==> src/rtl/evt_irq_pkg.sv <==
package evt_irq_pkg;
  localparam int DATA_W   = 32;
  localparam int CMPL_BIT = 0;
  localparam int MSG_BIT  = 1;

  typedef enum logic [1:0] {
    RD_NONE   = 2'd0,
    RD_STATUS = 2'd1,
    RD_ENABLE = 2'd2
  } rd_sel_e;

  typedef struct packed {
    logic    wrStatus;
    logic    wrEnable;
    logic    setCmpl;
    logic    setMsg;
    logic    update;
    rd_sel_e rdSel;
  } irq_strobe_t;
endpackage

==> src/rtl/evt_irq_ctrl_fsm.sv <==
module evt_irq_ctrl_fsm
  import evt_irq_pkg::*;
#(
  parameter int ADDR_W = 4,
  parameter logic [ADDR_W-1:0] STATUS_OFS = 'h0,
  parameter logic [ADDR_W-1:0] ENABLE_OFS = 'h4
) (
  input  logic              clk,
  input  logic              rstN,
  input  logic              regWrEn,
  input  logic [ADDR_W-1:0] regAddr,
  input  logic              cmplEvt,
  input  logic              msgEvt,
  output irq_strobe_t       stb
);
  logic hitStatus;
  logic hitEnable;

  assign hitStatus = (regAddr == STATUS_OFS);
  assign hitEnable = (regAddr == ENABLE_OFS);

  always_comb begin
    stb          = '0;
    stb.wrStatus = regWrEn && hitStatus;
    stb.wrEnable = regWrEn && hitEnable;
    stb.setCmpl  = cmplEvt;
    stb.setMsg   = msgEvt;
    stb.update   = stb.wrStatus || stb.wrEnable || cmplEvt || msgEvt;
    if (hitStatus)      stb.rdSel = RD_STATUS;
    else if (hitEnable) stb.rdSel = RD_ENABLE;
    else                stb.rdSel = RD_NONE;
  end

  // Every event must reach the datapath as an update.
  assert_event_updates_R2: assert property (@(posedge clk) disable iff (!rstN)
    (cmplEvt || msgEvt) |-> stb.update);

  // An access to an unmapped offset raises no write strobe.
  assert_unmapped_write_ignored_R9: assert property (@(posedge clk) disable iff (!rstN)
    (regWrEn && regAddr != STATUS_OFS && regAddr != ENABLE_OFS) |-> !(stb.wrStatus || stb.wrEnable));
endmodule

==> src/rtl/evt_irq_ctrl_dp.sv <==
module evt_irq_ctrl_dp
  import evt_irq_pkg::*;
(
  input  logic              clk,
  input  logic              rstN,
  input  irq_strobe_t       stb,
  input  logic [DATA_W-1:0] regWrData,
  input  logic              cmplPending,
  input  logic              msiEnable,
  output logic [DATA_W-1:0] regRdData,
  output logic              irqLevel,
  output logic              msiNotify,
  output logic              retryReq
);
  logic [DATA_W-1:0] statusQ, statusNext;
  logic [DATA_W-1:0] enableQ, enableNext;
  logic [DATA_W-1:0] clrMask;
  logic              gatedNext;
  logic              notifyQ;
  logic              retryQ;

  assign clrMask = stb.wrStatus ? regWrData : '0;

  for (genvar i = 0; i < DATA_W; i++) begin : g_stat
    if (i == CMPL_BIT) begin : g_cmpl
      assign statusNext[i] = (statusQ[i] & ~clrMask[i]) | stb.setCmpl;
    end else if (i == MSG_BIT) begin : g_msg
      assign statusNext[i] = (statusQ[i] & ~clrMask[i]) | stb.setMsg;
    end else begin : g_plain
      assign statusNext[i] = statusQ[i] & ~clrMask[i];
    end
  end

  assign enableNext = stb.wrEnable ? regWrData : enableQ;
  assign gatedNext  = |(statusNext & enableNext);

  always_ff @(posedge clk) begin
    if (!rstN) begin
      statusQ <= '0;
      enableQ <= '0;
      notifyQ <= 1'b0;
      retryQ  <= 1'b0;
    end else begin
      statusQ <= statusNext;
      enableQ <= enableNext;
      notifyQ <= stb.update && msiEnable && gatedNext;
      retryQ  <= stb.wrStatus && cmplPending;
    end
  end

  always_comb begin
    unique case (stb.rdSel)
      RD_STATUS: regRdData = statusQ;
      RD_ENABLE: regRdData = enableQ;
      default:   regRdData = '0;
    endcase
  end

  assign irqLevel  = !msiEnable && |(statusQ & enableQ);
  assign msiNotify = notifyQ;
  assign retryReq  = retryQ;

  assert_cmpl_sets_R2: assert property (@(posedge clk) disable iff (!rstN)
    stb.setCmpl |=> statusQ[CMPL_BIT]);

  assert_msg_sets_R2: assert property (@(posedge clk) disable iff (!rstN)
    stb.setMsg |=> statusQ[MSG_BIT]);

  assert_w1c_clears_R3: assert property (@(posedge clk) disable iff (!rstN)
    (stb.wrStatus && !stb.setCmpl && !stb.setMsg) |=> ((statusQ & $past(regWrData)) == '0));

  assert_enable_replaced_R4: assert property (@(posedge clk) disable iff (!rstN)
    stb.wrEnable |=> (enableQ == $past(regWrData)));

  assert_level_follows_R6: assert property (@(posedge clk) disable iff (!rstN)
    (stb.setCmpl && !stb.wrEnable && enableQ[CMPL_BIT] && !msiEnable) |=> (irqLevel || msiEnable));

  assert_msi_quiet_level_R7: assert property (@(posedge clk) disable iff (!rstN)
    msiEnable |-> !irqLevel);

  assert_retry_pulse_R8: assert property (@(posedge clk) disable iff (!rstN)
    stb.wrStatus |=> (retryReq == $past(cmplPending)));

  assert_no_write_no_retry_R8: assert property (@(posedge clk) disable iff (!rstN)
    !stb.wrStatus |=> !retryReq);

  assert_status_holds_R9: assert property (@(posedge clk) disable iff (!rstN)
    (!stb.wrStatus && !stb.setCmpl && !stb.setMsg) |=> $stable(statusQ));

  assert_notify_needs_update_R10: assert property (@(posedge clk) disable iff (!rstN)
    !stb.update |=> !msiNotify);
endmodule

==> src/rtl/evt_irq_ctrl.sv <==
module evt_irq_ctrl
  import evt_irq_pkg::*;
#(
  parameter int ADDR_W = 4,
  parameter logic [ADDR_W-1:0] STATUS_OFS = 'h0,
  parameter logic [ADDR_W-1:0] ENABLE_OFS = 'h4
) (
  input  logic              clk,
  input  logic              rstN,
  input  logic              regWrEn,
  input  logic [ADDR_W-1:0] regAddr,
  input  logic [31:0]       regWrData,
  output logic [31:0]       regRdData,
  input  logic              cmplEvt,
  input  logic              msgEvt,
  input  logic              cmplPending,
  input  logic              msiEnable,
  output logic              irqLevel,
  output logic              msiNotify,
  output logic              retryReq
);
  irq_strobe_t stb;

  evt_irq_ctrl_fsm #(
    .ADDR_W    (ADDR_W),
    .STATUS_OFS(STATUS_OFS),
    .ENABLE_OFS(ENABLE_OFS)
  ) ctrl_i (
    .clk    (clk),
    .rstN   (rstN),
    .regWrEn(regWrEn),
    .regAddr(regAddr),
    .cmplEvt(cmplEvt),
    .msgEvt (msgEvt),
    .stb    (stb)
  );

  evt_irq_ctrl_dp dp_i (
    .clk        (clk),
    .rstN       (rstN),
    .stb        (stb),
    .regWrData  (regWrData),
    .cmplPending(cmplPending),
    .msiEnable  (msiEnable),
    .regRdData  (regRdData),
    .irqLevel   (irqLevel),
    .msiNotify  (msiNotify),
    .retryReq   (retryReq)
  );
endmodule

==> config.mk <==
export PLATFORM = sky130hd
export DESIGN_NAME = evt_irq_ctrl
export DESIGN_NICKNAME = d
export VERILOG_FILES = /design/src/rtl/evt_irq_pkg.sv /design/src/rtl/evt_irq_ctrl_fsm.sv /design/src/rtl/evt_irq_ctrl_dp.sv /design/src/rtl/evt_irq_ctrl.sv
export SDC_FILE = /design/constraint.sdc
export NUM_CORES = 1
export LEC_CHECK = 0
export CORE_ASPECT_RATIO = 1.4
export CORE_MARGIN = 2
export CORE_UTILIZATION = 53
export DETAILED_ROUTE_END_ITERATION = 8
export GPL_TIMING_DRIVEN = 0
export PLACE_DENSITY = 0.86
export SLEW_MARGIN = 0
export SYNTH_ARGS = -nofsm -noshare
export SYNTH_HDL_FRONTEND = slang
export SYNTH_SLANG_ARGS = --single-unit
export TNS_END_PERCENT = 10
==> constraint.sdc <==
create_clock -name clk -period 5.5 [get_ports clk]
set_input_delay 1.1 -clock clk [delete_from_list [all_inputs] [get_ports clk]]
set_output_delay 1.1 -clock clk [all_outputs]
set_load 0.1 [all_outputs]
Word-level counts from Yosys, hierarchy flattened
Cells that the tools add are included.
{"block": "totals", "inputBits": 43, "regBits": 66, "elab_cells": 93}
{"block": "classes", "n_eq_ne": 3, "mux": 5, "n_reduce_logical": 13, "n_bitwise": 68}
{"operator": "32-bit AND", "count": 2}
{"operator": "32-bit 2-to-1 mux", "count": 2}
{"operator": "32-bit case mux with 2 select lines", "count": 1}
{"operator": "32-bit OR reduction", "count": 2}
{"operator": "1-bit AND", "count": 32}
{"operator": "1-bit NOT", "count": 32}
{"operator": "1-bit logical AND", "count": 6}
{"operator": "4-bit by 3-bit equality test with 1-bit output (second input constant)", "count": 1}
{"operator": "4-bit logical NOT", "count": 1}
{"operator": "2-bit 2-to-1 mux", "count": 2}
{"operator": "1-bit logical OR", "count": 3}
{"operator": "2-bit by 1-bit equality test with 1-bit output (second input constant)", "count": 1}
{"operator": "2-bit equality test (second input constant)", "count": 1}
{"operator": "1-bit bitwise OR", "count": 2}
{"operator": "1-bit logical NOT", "count": 1}

Longest topological paths before layout
Gate-level depths: netlist (run 1).
{"block": "depth", "ltp_word": 9, "depth_mapped": 9, "depth_no_buf": 7}

By module
Synthesis (run 1) repeated with hierarchy kept, for this count alone.
{"block": "unflattened", "hier_cells": 362, "area_unflattened_um2": 3076.7}
{"mod": "evt_irq_ctrl_dp", "seq_area_each_um2": 1321.3, "instances": 1, "area_each_um2": 3004.1, "cells_per_inst": 353}
{"mod": "evt_irq_ctrl_fsm", "seq_area_each_um2": 0.0, "instances": 1, "area_each_um2": 72.6, "cells_per_inst": 9}

Worst setup path before layout (run 1)
OpenSTA, ideal clock, no wires.
{"block": "synth_path", "kind": "input to output", "from": "in regAddr[1]", "to": "out regRdData[0]", "n_path_buf": 2, "cell_stages": 4, "arrival_time_ns": 2.886, "setup_slack_ns": 1.514, "t_required_ns": 4.400, "cell_sequence": "nor4_2 > clkbuf_1 > clkbuf_1 > a22o_1"}
{"block": "synth_via", "elab_chain_len": 5}
{"item": "from (decl)", "line": "evt_irq_ctrl.sv:11", "source": "input logic [ADDR_W-1:0] regAddr,"}
{"item": "4-bit by 3-bit equality test with 1-bit output", "line": "evt_irq_ctrl_fsm.sv:20", "source": "assign hitEnable = (regAddr == ENABLE_OFS);"}
{"item": "2-bit 2-to-1 mux", "line": "evt_irq_ctrl_fsm.sv:30", "source": "else if (hitEnable) stb.rdSel = RD_ENABLE;"}
{"item": "2-bit 2-to-1 mux *", "line": "evt_irq_ctrl_fsm.sv:29", "source": "if (hitStatus) stb.rdSel = RD_STATUS;"}
{"item": "2-bit equality test or 2-bit by 1-bit equality test with 1-bit output (tied branches)", "line": "evt_irq_ctrl_dp.sv:52", "source": "unique case (stb.rdSel)"}
{"item": "32-bit case mux with 2 select lines *", "line": "evt_irq_ctrl_dp.sv:52"}
{"item": "to (decl)", "line": "evt_irq_ctrl.sv:13", "source": "output logic [31:0] regRdData,"}
Mark *: on every way between the ends. The rest lies on a longest branch, timed or not.

Final worst setup path (run 1)
{"block": "layout_path", "from": "in regAddr[1]", "to": "out regRdData[27]"}
The elaborated chain is that of the path after synthesis.

==> reports/qor.csv, run 1 <==
stage,metric,value,unit
outcome,status,finished clean,
cells_and_area,Area Overhead vs Synth,30.6,%
clock_network,H-Tree Depth,3,
worst_setup_path,CP cell instances,clkdlybuf4s50_1 > nor4_2 > clkbuf_1 > clkbuf_1 > a22o_1 > clkdlybuf4s15_1,
logic_synthesis,cell taking the most area after synthesis,dfxtp_1,
place,Routability Congestion,0.905,
worst_setup_path,"CP delay by family, top",buffers and inverters,
logic_synthesis,XOR/XNOR Fraction of Synth Area,0,%
clock_network,clock latency on the worst-skew pair,0.34,ns
cells_and_area,multi-input combinational cell area,0.00165,mm2
job,# Max-Cap Violations,0,
global_routing,initial antenna violation count,0,
clock_network,clock sink count,66,
logic_synthesis,Compound-Gate Fraction of Synth Area,17.6,%
timing,Final Setup Violations,0,
route,metal2 WL,4870,um
floorplan,Rows,32,
floorplan,die height,94.0,um
route,routed via count,3126,
logic_synthesis,syn_nets,372,
route,Vias/cell,6.42,
logic_synthesis,Yosys reg bits,66,
clock_network,clk root buf,clkbuf_8,
cells_and_area,Final nets,458,
route,Routed WL,9610,um
logic_synthesis,Synth Flop Type,dfxtp_1,
floorplan,die width,68.3,um
cells_and_area,Seq. cell area,0.00132,mm2
route,DR DRC count,0,
logic_synthesis,Synth area leaders,"dfxtp_1, mux2i_1, a22o_1",
place,Buffers on Ports,75,
global_routing,total track usage,32.0,%
worst_hold_path,Hold Path Class,flop to flop,
cells_and_area,Layout Utilization,71.9,%
logic_synthesis,Async SR Flop Fraction,0,%
logic_synthesis,Synth top area share,43.1,%
logic_synthesis,Synth Instances,329,
worst_setup_path,WP buf/inv,4,
timing,Rel. slew slack,34.6,%
clock_network,Clock Tree Buf Depth,2,
worst_setup_path,Worst setup EP type,output port,
cells_and_area,layout cells sized above 1,7.64,%
worst_setup_path,CP max FO,10,
route,uppermost layer routed,met4,
timing,skew final,0.00457,ns
worst_setup_path,slowest stage cell on the critical path,clkdlybuf4s15_1,
logic_synthesis,Post-synth EDFFs,0,
logic_synthesis,largest family of logic cells by synthesized area,simple AND/OR/NAND/NOR gates,
place,Post-Place Cells,472,
clock_network,TritonCTS Buffers,9,
cells_and_area,Filler cells,453,
route,DR WL met3,747,um
place,post-detail-place hpwl,6840,um
route,Routed WL per cell,19.7,um
global_routing,first-pass GRT wire length,14900,um
pwr,power per standard cell area,232,mW/mm2
clock_network,clk slew on worst S/H paths,0.06,ns
logic_synthesis,mapped cell area,0.00307,mm2
worst_setup_path,CP Launch Type,input port,
logic_synthesis,Synth Area in Simple Gates,25.8,%
route,post-route ant nets,0,
cells_and_area,design area,0.00400,mm2
logic_synthesis,Avg Synthesized Cell Area,9.32,um2
floorplan,core area,0.00557,mm2
logic_synthesis,area share of fa/ha/maj cells after synthesis,0,%
timing,Final Hold Vio Count,0,
clock_network,# hold bufs at CTS,0,
floorplan,Initial Utilization,55.1,%
logic_synthesis,Ys Warns,0,
timing,Setup TNS,0,ns
timing,Max Slew Vio Count,0,
worst_setup_path,Critical path origin,regAddr[1],
worst_setup_path,most frequent CP cell,clkbuf_1,
worst_setup_path,Worst R2R Start,dp_i.enableQ[29]$_SDFF_PN0_,
pwr,Pleak,1.77,nW
logic_synthesis,multiplexer share of the synthesized area,10.4,%
worst_setup_path,Setup CP Type,input port to output port,
global_routing,vias in the first global route,2972,
worst_setup_path,critical path's largest stage delay,0.82,ns
floorplan,IO Count,78,
route,1st-pass router iterations,5,
global_routing,gr ovfl total,0,
timing,Slew @ Worst Pin,0.979,ns
timing,Max Fclk,183,MHz
logic_synthesis,synth unique cells,30,
route,DRT met1 WL,3570,um
worst_setup_path,Critical Path RT,4.40,ns
worst_hold_path,hold path start,dp_i.statusQ[19]$_SDFF_PN0_,
clock_network,CTS tree,yes,
route,First DRT Iteration DRCs,355,
floorplan,Die ar.,0.00642,mm2
pwr,worst vdd ir,149,uV
timing,crit share post-route,99.2,%
worst_setup_path,CP Data Arrival Time,4.35,ns
timing,post-layout minimum cycle time,5.45,ns
timing,RSZ-0062 raised after global routing,yes,
place,Placed Area,0.00390,mm2
global_routing,largest net degree at the start of global routing,11,
logic_synthesis,post-synthesis sequential area ratio,43.1,%
cells_and_area,Diodes inserted,0,
cells_and_area,Layout Cells excl Fill,487,
final timing paths:
path	to	slack, ns	cells past startpoint
min	dp_i.statusQ[19]$_SDFF_PN0_	0.52	1
min reg2reg	dp_i.statusQ[19]$_SDFF_PN0_	0.52	1
max reg2reg	dp_i.msiNotify$_SDFF_PN0_	3.69	5
max	regRdData[27]	0.05	6
area by class of cell:
cell class / instances / area share, %
Buffer: 22 / 2.34
Timing Repair Buffer: 75 / 17.1
Sequential cell: 66 / 33.0
Multi-Input combinational cell: 241 / 41.2
Clock inverter: 3 / 0.375
Clock buffer: 12 / 3.88
Tap cell: 68 / 2.13
what timing repair did:
| item | 4_1_cts | 5_1_grt |
|---|---|---|
| endpoints found under the hold margin | 0 | 0 |
| resized for setup | 30 | 31 |
| gates cloned | 0 | 0 |
| setup buffers | 0 | 0 |
| setup endpoints to repair | 30 | 20 |
stage by stage:
step	power, mW	hold slack [ns]	setup WS, ns
final	0.928	0.518	0.0466
after global routing	0.953	0.528	-0.0686
after CTS	0.923	0.515	0.0832
after detailed placement	0.578	0.506	-0.205
after global placement	0.577	0.498	-0.162
after floorplan	0.529	0.487	1.51
logic make-up after synthesis:
logic type             count (synthesis)
AO/OA/AOI/OAI                         67
buffers and inverters                 22
flip-flops                            66
multiplexers                          32
AND/OR/NAND/NOR                      142
worst register-to-register path, cell delays in order (launching register included):
cell     delay (ns)
dfxtp_1        0.34
mux2i_1        0.24
o22ai_1        0.13
or4_1          0.57
nor4_1         0.27
a21oi_1        0.13
state kept, by name, summed over array words and instances (netlist names):
signal / count
dp_i.retryReq: 1
dp_i.enableQ: 32
dp_i.msiNotify: 1
dp_i.statusQ: 32
layout by cell type (no fill, tap or decap), types with 4 or more instances in the layout:
| cell type | n |
|---|---|
| clkbuf_2 | 11 |
| dfxtp_1 | 66 |
| a22o_1 | 36 |
| mux2i_1 | 32 |
| nand3_1 | 16 |
| dlygate4sd2_1 | 10 |
| nand2_1 | 43 |
| a22oi_1 | 8 |
| clkbuf_1 | 18 |
| clkdlybuf4s15_1 | 9 |
| and3_1 | 31 |
| clkbuf_8 | 11 |
| nor2b_1 | 34 |
| a221oi_1 | 4 |
| o22ai_1 | 14 |
| clkdlybuf4s50_1 | 45 |
where the power goes:
part / internal, mW / switching (mW) / total (mW)
sequential: 0.482 / 0.00336 / 0.485
clock: 0.183 / 0.175 / 0.359
combinational: 0.0404 / 0.0433 / 0.0837
per-layer routing:
metal	vias to the layer above	GRT usage (%)
met1	1484	37.4
met3	43	5.28
met2	204	54.2
met4	0	17.0
li1	1395	-
met5	-	0
synth_stat cells, types with 2 or more instances:
library cell and count:
dfxtp_1 66, nand2_1 43, a22o_1 36, nor2b_1 34, mux2i_1 32, and3_1 31, clkbuf_1 17, nand3_1 16
o22ai_1 14, a22oi_1 8, a221oi_1 4, buf_2 3, nand3b_1 3, nand4_1 3, nand2b_1 2, nor4_1 2
or4_1 2
No activity file was read; power rests on OpenSTA's default activity.
==> run 2: changes to the inputs <==
Settings changed: PLACE_DENSITY 0.86 to 0.83.
==> reports/qor.csv, run 2 (same netlist as run 1, synthesis figures left out) <==
stage,metric,value,unit
global_routing,gr ovfl total,0,
floorplan,core area,0.00557,mm2
global_routing,global route hottest layer,met2,
route,DR DRC count,0,
worst_setup_path,Critical Path RT,4.40,ns
route,post-route ant nets,0,
worst_setup_path,CP cell instances,clkdlybuf4s50_1 > nor4_2 > clkbuf_1 > clkbuf_1 > a22o_1 > dlygate4sd2_1,
worst_hold_path,Hold Path Class,flop to flop,
timing,Final Setup Violations,0,
clock_network,# hold bufs at CTS,0,
cells_and_area,Diodes inserted,0,
cells_and_area,Final nets,458,
clock_network,H-Tree Depth,3,
route,1st-pass router iterations,5,
pwr,Pleak,2.14,nW
outcome,status,finished clean,
pwr,worst vdd ir,174,uV
clock_network,Clock Tree Buf Depth,2,
worst_setup_path,Worst Setup EP,regRdData[29],
worst_setup_path,CP Launch Type,input port,
clock_network,clk slew on worst S/H paths,0.07,ns
clock_network,clock sink count,66,
timing,post-layout minimum cycle time,5.40,ns
global_routing,GR Util met3,7.67,%
worst_setup_path,most frequent CP cell,clkbuf_1,
global_routing,met1 usage,36.4,%
timing,Slew @ Worst Pin,0.981,ns
route,First DRT Iteration DRCs,242,
timing,Rel. slew slack,34.5,%
cells_and_area,multi-input combinational cell area,0.00165,mm2
timing,Setup TNS,0,ns
clock_network,TritonCTS Buffers,9,
cells_and_area,Filler cells,420,
clock_network,clock latency on the worst-skew pair,0.34,ns
place,Buffers on Ports,75,
floorplan,Die ar.,0.00642,mm2
global_routing,vias in the first global route,3052,
route,Vias/cell,6.12,
worst_setup_path,slowest stage cell on the critical path,dlygate4sd2_1,
route,routed via count,2986,
cells_and_area,layout cells sized above 1,5.48,%
route,Routed WL,9650,um
floorplan,die height,94.0,um
floorplan,Initial Utilization,55.1,%
timing,crit share post-route,98.2,%
cells_and_area,"commonest non-fill, non-tap cell in the layout",dfxtp_1,
floorplan,IO Count,78,
worst_setup_path,FF-to-FF End,dp_i.msiNotify$_SDFF_PN0_,
route,Routed WL per cell,19.8,um
worst_setup_path,critical path's largest stage delay,0.86,ns
place,Post-Place Cells,472,
worst_setup_path,reg2reg path depth,5,
job,# Max-Cap Violations,0,
floorplan,Rows,32,
worst_setup_path,CP Data Arrival Time,4.30,ns
cells_and_area,Area Overhead vs Synth,35.9,%
cells_and_area,Layout Cells excl Fill,488,
timing,Max Slew Vio Count,0,
pwr,power per standard cell area,248,mW/mm2
place,Routability Congestion,0.917,
cells_and_area,"commonest cells after routing, fill and taps aside","dfxtp_1, clkdlybuf4s50_1, nand2_1, a22o_1, nor2b_1",
global_routing,initial antenna violation count,0,
place,post-detail-place hpwl,6910,um
cells_and_area,Seq. cell area,0.00132,mm2
timing,skew final,0.00417,ns
clock_network,CTS tree,yes,
worst_setup_path,Reg2Reg Setup Slack,3.68,ns
timing,Final Hold Vio Count,0,
global_routing,largest net degree at the start of global routing,13,
worst_setup_path,Worst R2R Start,dp_i.enableQ[28]$_SDFF_PN0_,
global_routing,M2 GR Usage,54.8,%
global_routing,total track usage,32.5,%
pwr,"Power, Total",1.03,mW
worst_setup_path,Worst setup EP type,output port,
worst_setup_path,Critical path origin,regAddr[1],
worst_setup_path,Setup CP Type,input port to output port,
timing,Max Fclk,185,MHz
floorplan,die width,68.3,um
clock_network,clk root buf,clkbuf_8,
worst_setup_path,CP max FO,10,
timing,RSZ-0062 raised after global routing,no,
global_routing,first-pass GRT wire length,15100,um
cells_and_area,registers with the most flip-flops,"dp_i.enableQ (32), dp_i.statusQ (32)",
[run 2: changes by cell type in the layout (fill, tap and decap cells not counted), sizes merged]
cell           delta
bufinv            +2
clkbuf           -13
clkdlybuf4s15     -9
clkinvlp          +1
dlymetal6s2s     +20
[run 2: routing by layer]
layer  vias to the layer above  wire, um  share of wire (%)
met5                         -         0                  0
met4                         0       258                2.7
met3                        23       791                8.2
met2                       160      4960                 51
met1                      1408      3640                 38
li1                       1395         -                  -
[run 2: power by group]
part           switching (mW)  total [mW]  internal (mW)
Clock                   0.196       0.464          0.268
Combinational          0.0419      0.0824         0.0405
Sequential            0.00342       0.485          0.482
Total                   0.241        1.03          0.790
[run 2: final cells by class]
class,count,area share (%)
plain buffers,22,2.25
clock buffers,10,3.30
clock inverters,6,2.16
multi-input cells,241,39.6
flip-flops and latches,66,31.7
well taps,68,2.04
repair buffers,75,18.9
[run 2: what timing repair did]
item	4_1_cts	5_1_grt
gates cloned	0	0
endpoints found under the setup margin	10	20
gates resized for setup	10	20
buffers inserted	0	0
[run 2: critical path, delay by kind of cell]
kind / cells / cell delay [ns]
compound gates: 1 / 0.28
simple gates: 1 / 0.53
buf+inv: 4 / 2.39
[run 2: per-stage QoR]
stage                     util, %  setup WS (ns)  hold WS [ns]  cell area [um2]
after global placement       70.1         -0.110         0.496             3900
after CTS                    74.0        0.00122         0.515             4120
after global routing         74.9         0.0537         0.531             4170
final                        74.9          0.100         0.517             4170
after floorplan                 -           1.51         0.487             3070
after detailed placement     70.1         -0.101         0.501             3900
[run 2: worst min path at each step]
stage	depth (start not counted)	slack, ns	startpoint	to
6_report	1	0.52	dp_i.statusQ[2]$_SDFF_PN0_	dp_i.statusQ[2]$_SDFF_PN0_
5_1_grt	1	0.53	dp_i.statusQ[28]$_SDFF_PN0_	dp_i.statusQ[28]$_SDFF_PN0_
2_1_floorplan	1	0.49	dp_i.statusQ[5]$_SDFF_PN0_	dp_i.statusQ[5]$_SDFF_PN0_
4_1_cts	1	0.51	dp_i.statusQ[28]$_SDFF_PN0_	dp_i.statusQ[28]$_SDFF_PN0_
3_5_place_dp	1	0.50	dp_i.statusQ[28]$_SDFF_PN0_	dp_i.statusQ[28]$_SDFF_PN0_
3_3_place_gp	1	0.50	dp_i.statusQ[3]$_SDFF_PN0_	dp_i.statusQ[3]$_SDFF_PN0_
==> run 3: changes to the inputs <==
Settings changed: CORE_UTILIZATION 53 to 49, PLACE_DENSITY 0.83 to 0.77.
Clock period 5.5 ns to 5.1 ns, I/O delays scaled along.
==> reports/qor.csv, run 3 (same netlist as run 1, synthesis figures left out) <==
stage,metric,value,unit
route,Vias/cell,6.08,
outcome,status,finished clean,
place,pre-CTS setup slack,-0.460,ns
timing,RSZ-0062 raised after global routing,yes,
timing,Setup TNS,0,ns
timing,Slew @ Worst Pin,0.974,ns
timing,Max Fclk,202,MHz
clock_network,Clock Tree Buf Depth,2,
timing,Final Setup Violations,0,
worst_setup_path,Worst R2R Start,dp_i.enableQ[15]$_SDFF_PN0_,
place,Routability Congestion,0.911,
clock_network,clk slew on worst S/H paths,0.07,ns
floorplan,Rows,34,
worst_hold_path,Hold Path Class,flop to flop,
cells_and_area,Area Overhead vs Synth,31.0,%
cells_and_area,layout cells sized above 1,12.1,%
clock_network,clock sink count,66,
worst_hold_path,hold path cells,1,
global_routing,largest net degree at the start of global routing,11,
cells_and_area,"commonest non-fill, non-tap cell in the layout",dfxtp_1,
job,# Max-Cap Violations,0,
timing,Final Hold Vio Count,0,
worst_setup_path,Critical Path RT,4.08,ns
global_routing,gr ovfl total,0,
timing,skew final,0.00517,ns
floorplan,IO Count,78,
worst_setup_path,CP Data Arrival Time,3.94,ns
place,Buffers on Ports,75,
clock_network,H-Tree Depth,3,
clock_network,CTS tree,yes,
route,routed via count,2990,
floorplan,Initial Utilization,50.0,%
clock_network,# hold bufs at CTS,0,
floorplan,core area,0.00613,mm2
place,post-detail-place hpwl,6950,um
worst_setup_path,FF-to-FF End,dp_i.msiNotify$_SDFF_PN0_,
worst_setup_path,CP max FO,10,
cells_and_area,Layout Utilization,65.5,%
worst_hold_path,Hold Path End,dp_i.statusQ[7]$_SDFF_PN0_,
global_routing,first-pass GRT wire length,15300,um
worst_setup_path,Setup CP Type,input port to output port,
route,post-route ant nets,0,
timing,worst setup margin,0.138,ns
cells_and_area,Filler cells,551,
route,Routed WL per cell,19.7,um
worst_hold_path,hold path start,dp_i.statusQ[7]$_SDFF_PN0_,
clock_network,TritonCTS Buffers,9,
route,1st-pass router iterations,5,
clock_network,clk root buf,clkbuf_8,
floorplan,Die ar.,0.00691,mm2
pwr,"Power, Total",0.998,mW
floorplan,die height,97.6,um
worst_setup_path,Reg2Reg Setup Slack,3.28,ns
pwr,worst vdd ir,168,uV
pwr,power per standard cell area,248,mW/mm2
timing,Rel. slew slack,34.9,%
clock_network,clock latency on the worst-skew pair,0.35,ns
route,DR DRC count,0,
global_routing,vias in the first global route,3067,
route,Routed WL,9700,um
global_routing,initial antenna violation count,0,
floorplan,die width,70.8,um
worst_setup_path,reg2reg path depth,5,
cells_and_area,"commonest cells after routing, fill and taps aside","dfxtp_1, clkdlybuf4s50_1, nand2_1, a22o_1, nor2b_1",
timing,crit share post-route,97.3,%
timing,Max Slew Vio Count,0,
cells_and_area,Diodes inserted,0,
pwr,Pleak,1.72,nW
cells_and_area,registers with the most flip-flops,"dp_i.enableQ (32), dp_i.statusQ (32)",
global_routing,total track usage,29.0,%
timing,post-layout minimum cycle time,4.96,ns
route,First DRT Iteration DRCs,174,
cells_and_area,Final nets,458,
worst_setup_path,CP Launch Type,input port,
worst_setup_path,Worst setup EP type,output port,
-- run 3: cell count changes in the layout (fill, tap and decap cells not counted), sizes merged --
cell / change
dlygate4sd2: -10
clkinvlp: -1
bufinv: -2
clkbuf: +18
dlymetal6s2s: -20
clkdlybuf4s15: +15
-- run 3: critical path, stage by stage --
cell,delay [ns]
clkdlybuf4s50_1,0.47
nor4_2,0.57
clkbuf_1,0.48
a22o_1,0.26
clkdlybuf4s50_1,1.14
-- run 3: report_power, final --
part           switching, mW  internal (mW)  leakage (nW)
clock                  0.197          0.188        0.0872
combinational         0.0459         0.0437          1.10
sequential           0.00375          0.520         0.533
total                  0.246          0.751          1.72
-- run 3: through the flow --
step	area (um2)	instances	hold WS, ns
after floorplan	3070	329	0.487
after global placement	3910	476	0.500
after detailed placement	3910	476	0.502
after CTS	4080	492	0.515
after global routing	4020	492	0.521
final	4020	492	0.515
-- run 3: worst max path at each step --
stage,startpoint,end,slack [ns],cells after the start
2_1_floorplan,regAddr[1],regRdData[0],1.27,4
3_3_place_gp,regAddr[1],regRdData[1],-0.40,6
3_5_place_dp,regAddr[1],regRdData[29],-0.46,6
4_1_cts,regAddr[1],regRdData[5],0.0008,6
5_1_grt,regAddr[1],regRdData[20],-0.01,6
6_report,regAddr[1],regRdData[30],0.14,5
-- run 3: area by class of cell --
class	instances	area [um2]	area share (%)
sequential	66	1320	32.9
multi-input combinational	241	1650	41.1
buffer	22	95.1	2.37
clock buffer	13	149	3.71
timing repair buffer	75	694	17.3
tap	72	90.1	2.24
clock inverter	3	15.0	0.374
-- run 3: timing repair --
item	in CTS	in global routing
resized for setup	67	25
setup buffers	0	0
setup endpoints to repair	30	30
-- run 3: routing by layer --
| metal | global-route usage (%) | part of all wire, % | vias to the layer above |
|---|---|---|---|
| li1 | - | - | 1396 |
| met1 | 32.7 | 39 | 1428 |
| met2 | 52.1 | 52 | 150 |
| met3 | 5.19 | 6.3 | 16 |
| met4 | 12.9 | 1.9 | 0 |
| met5 | 0 | 0 | - |
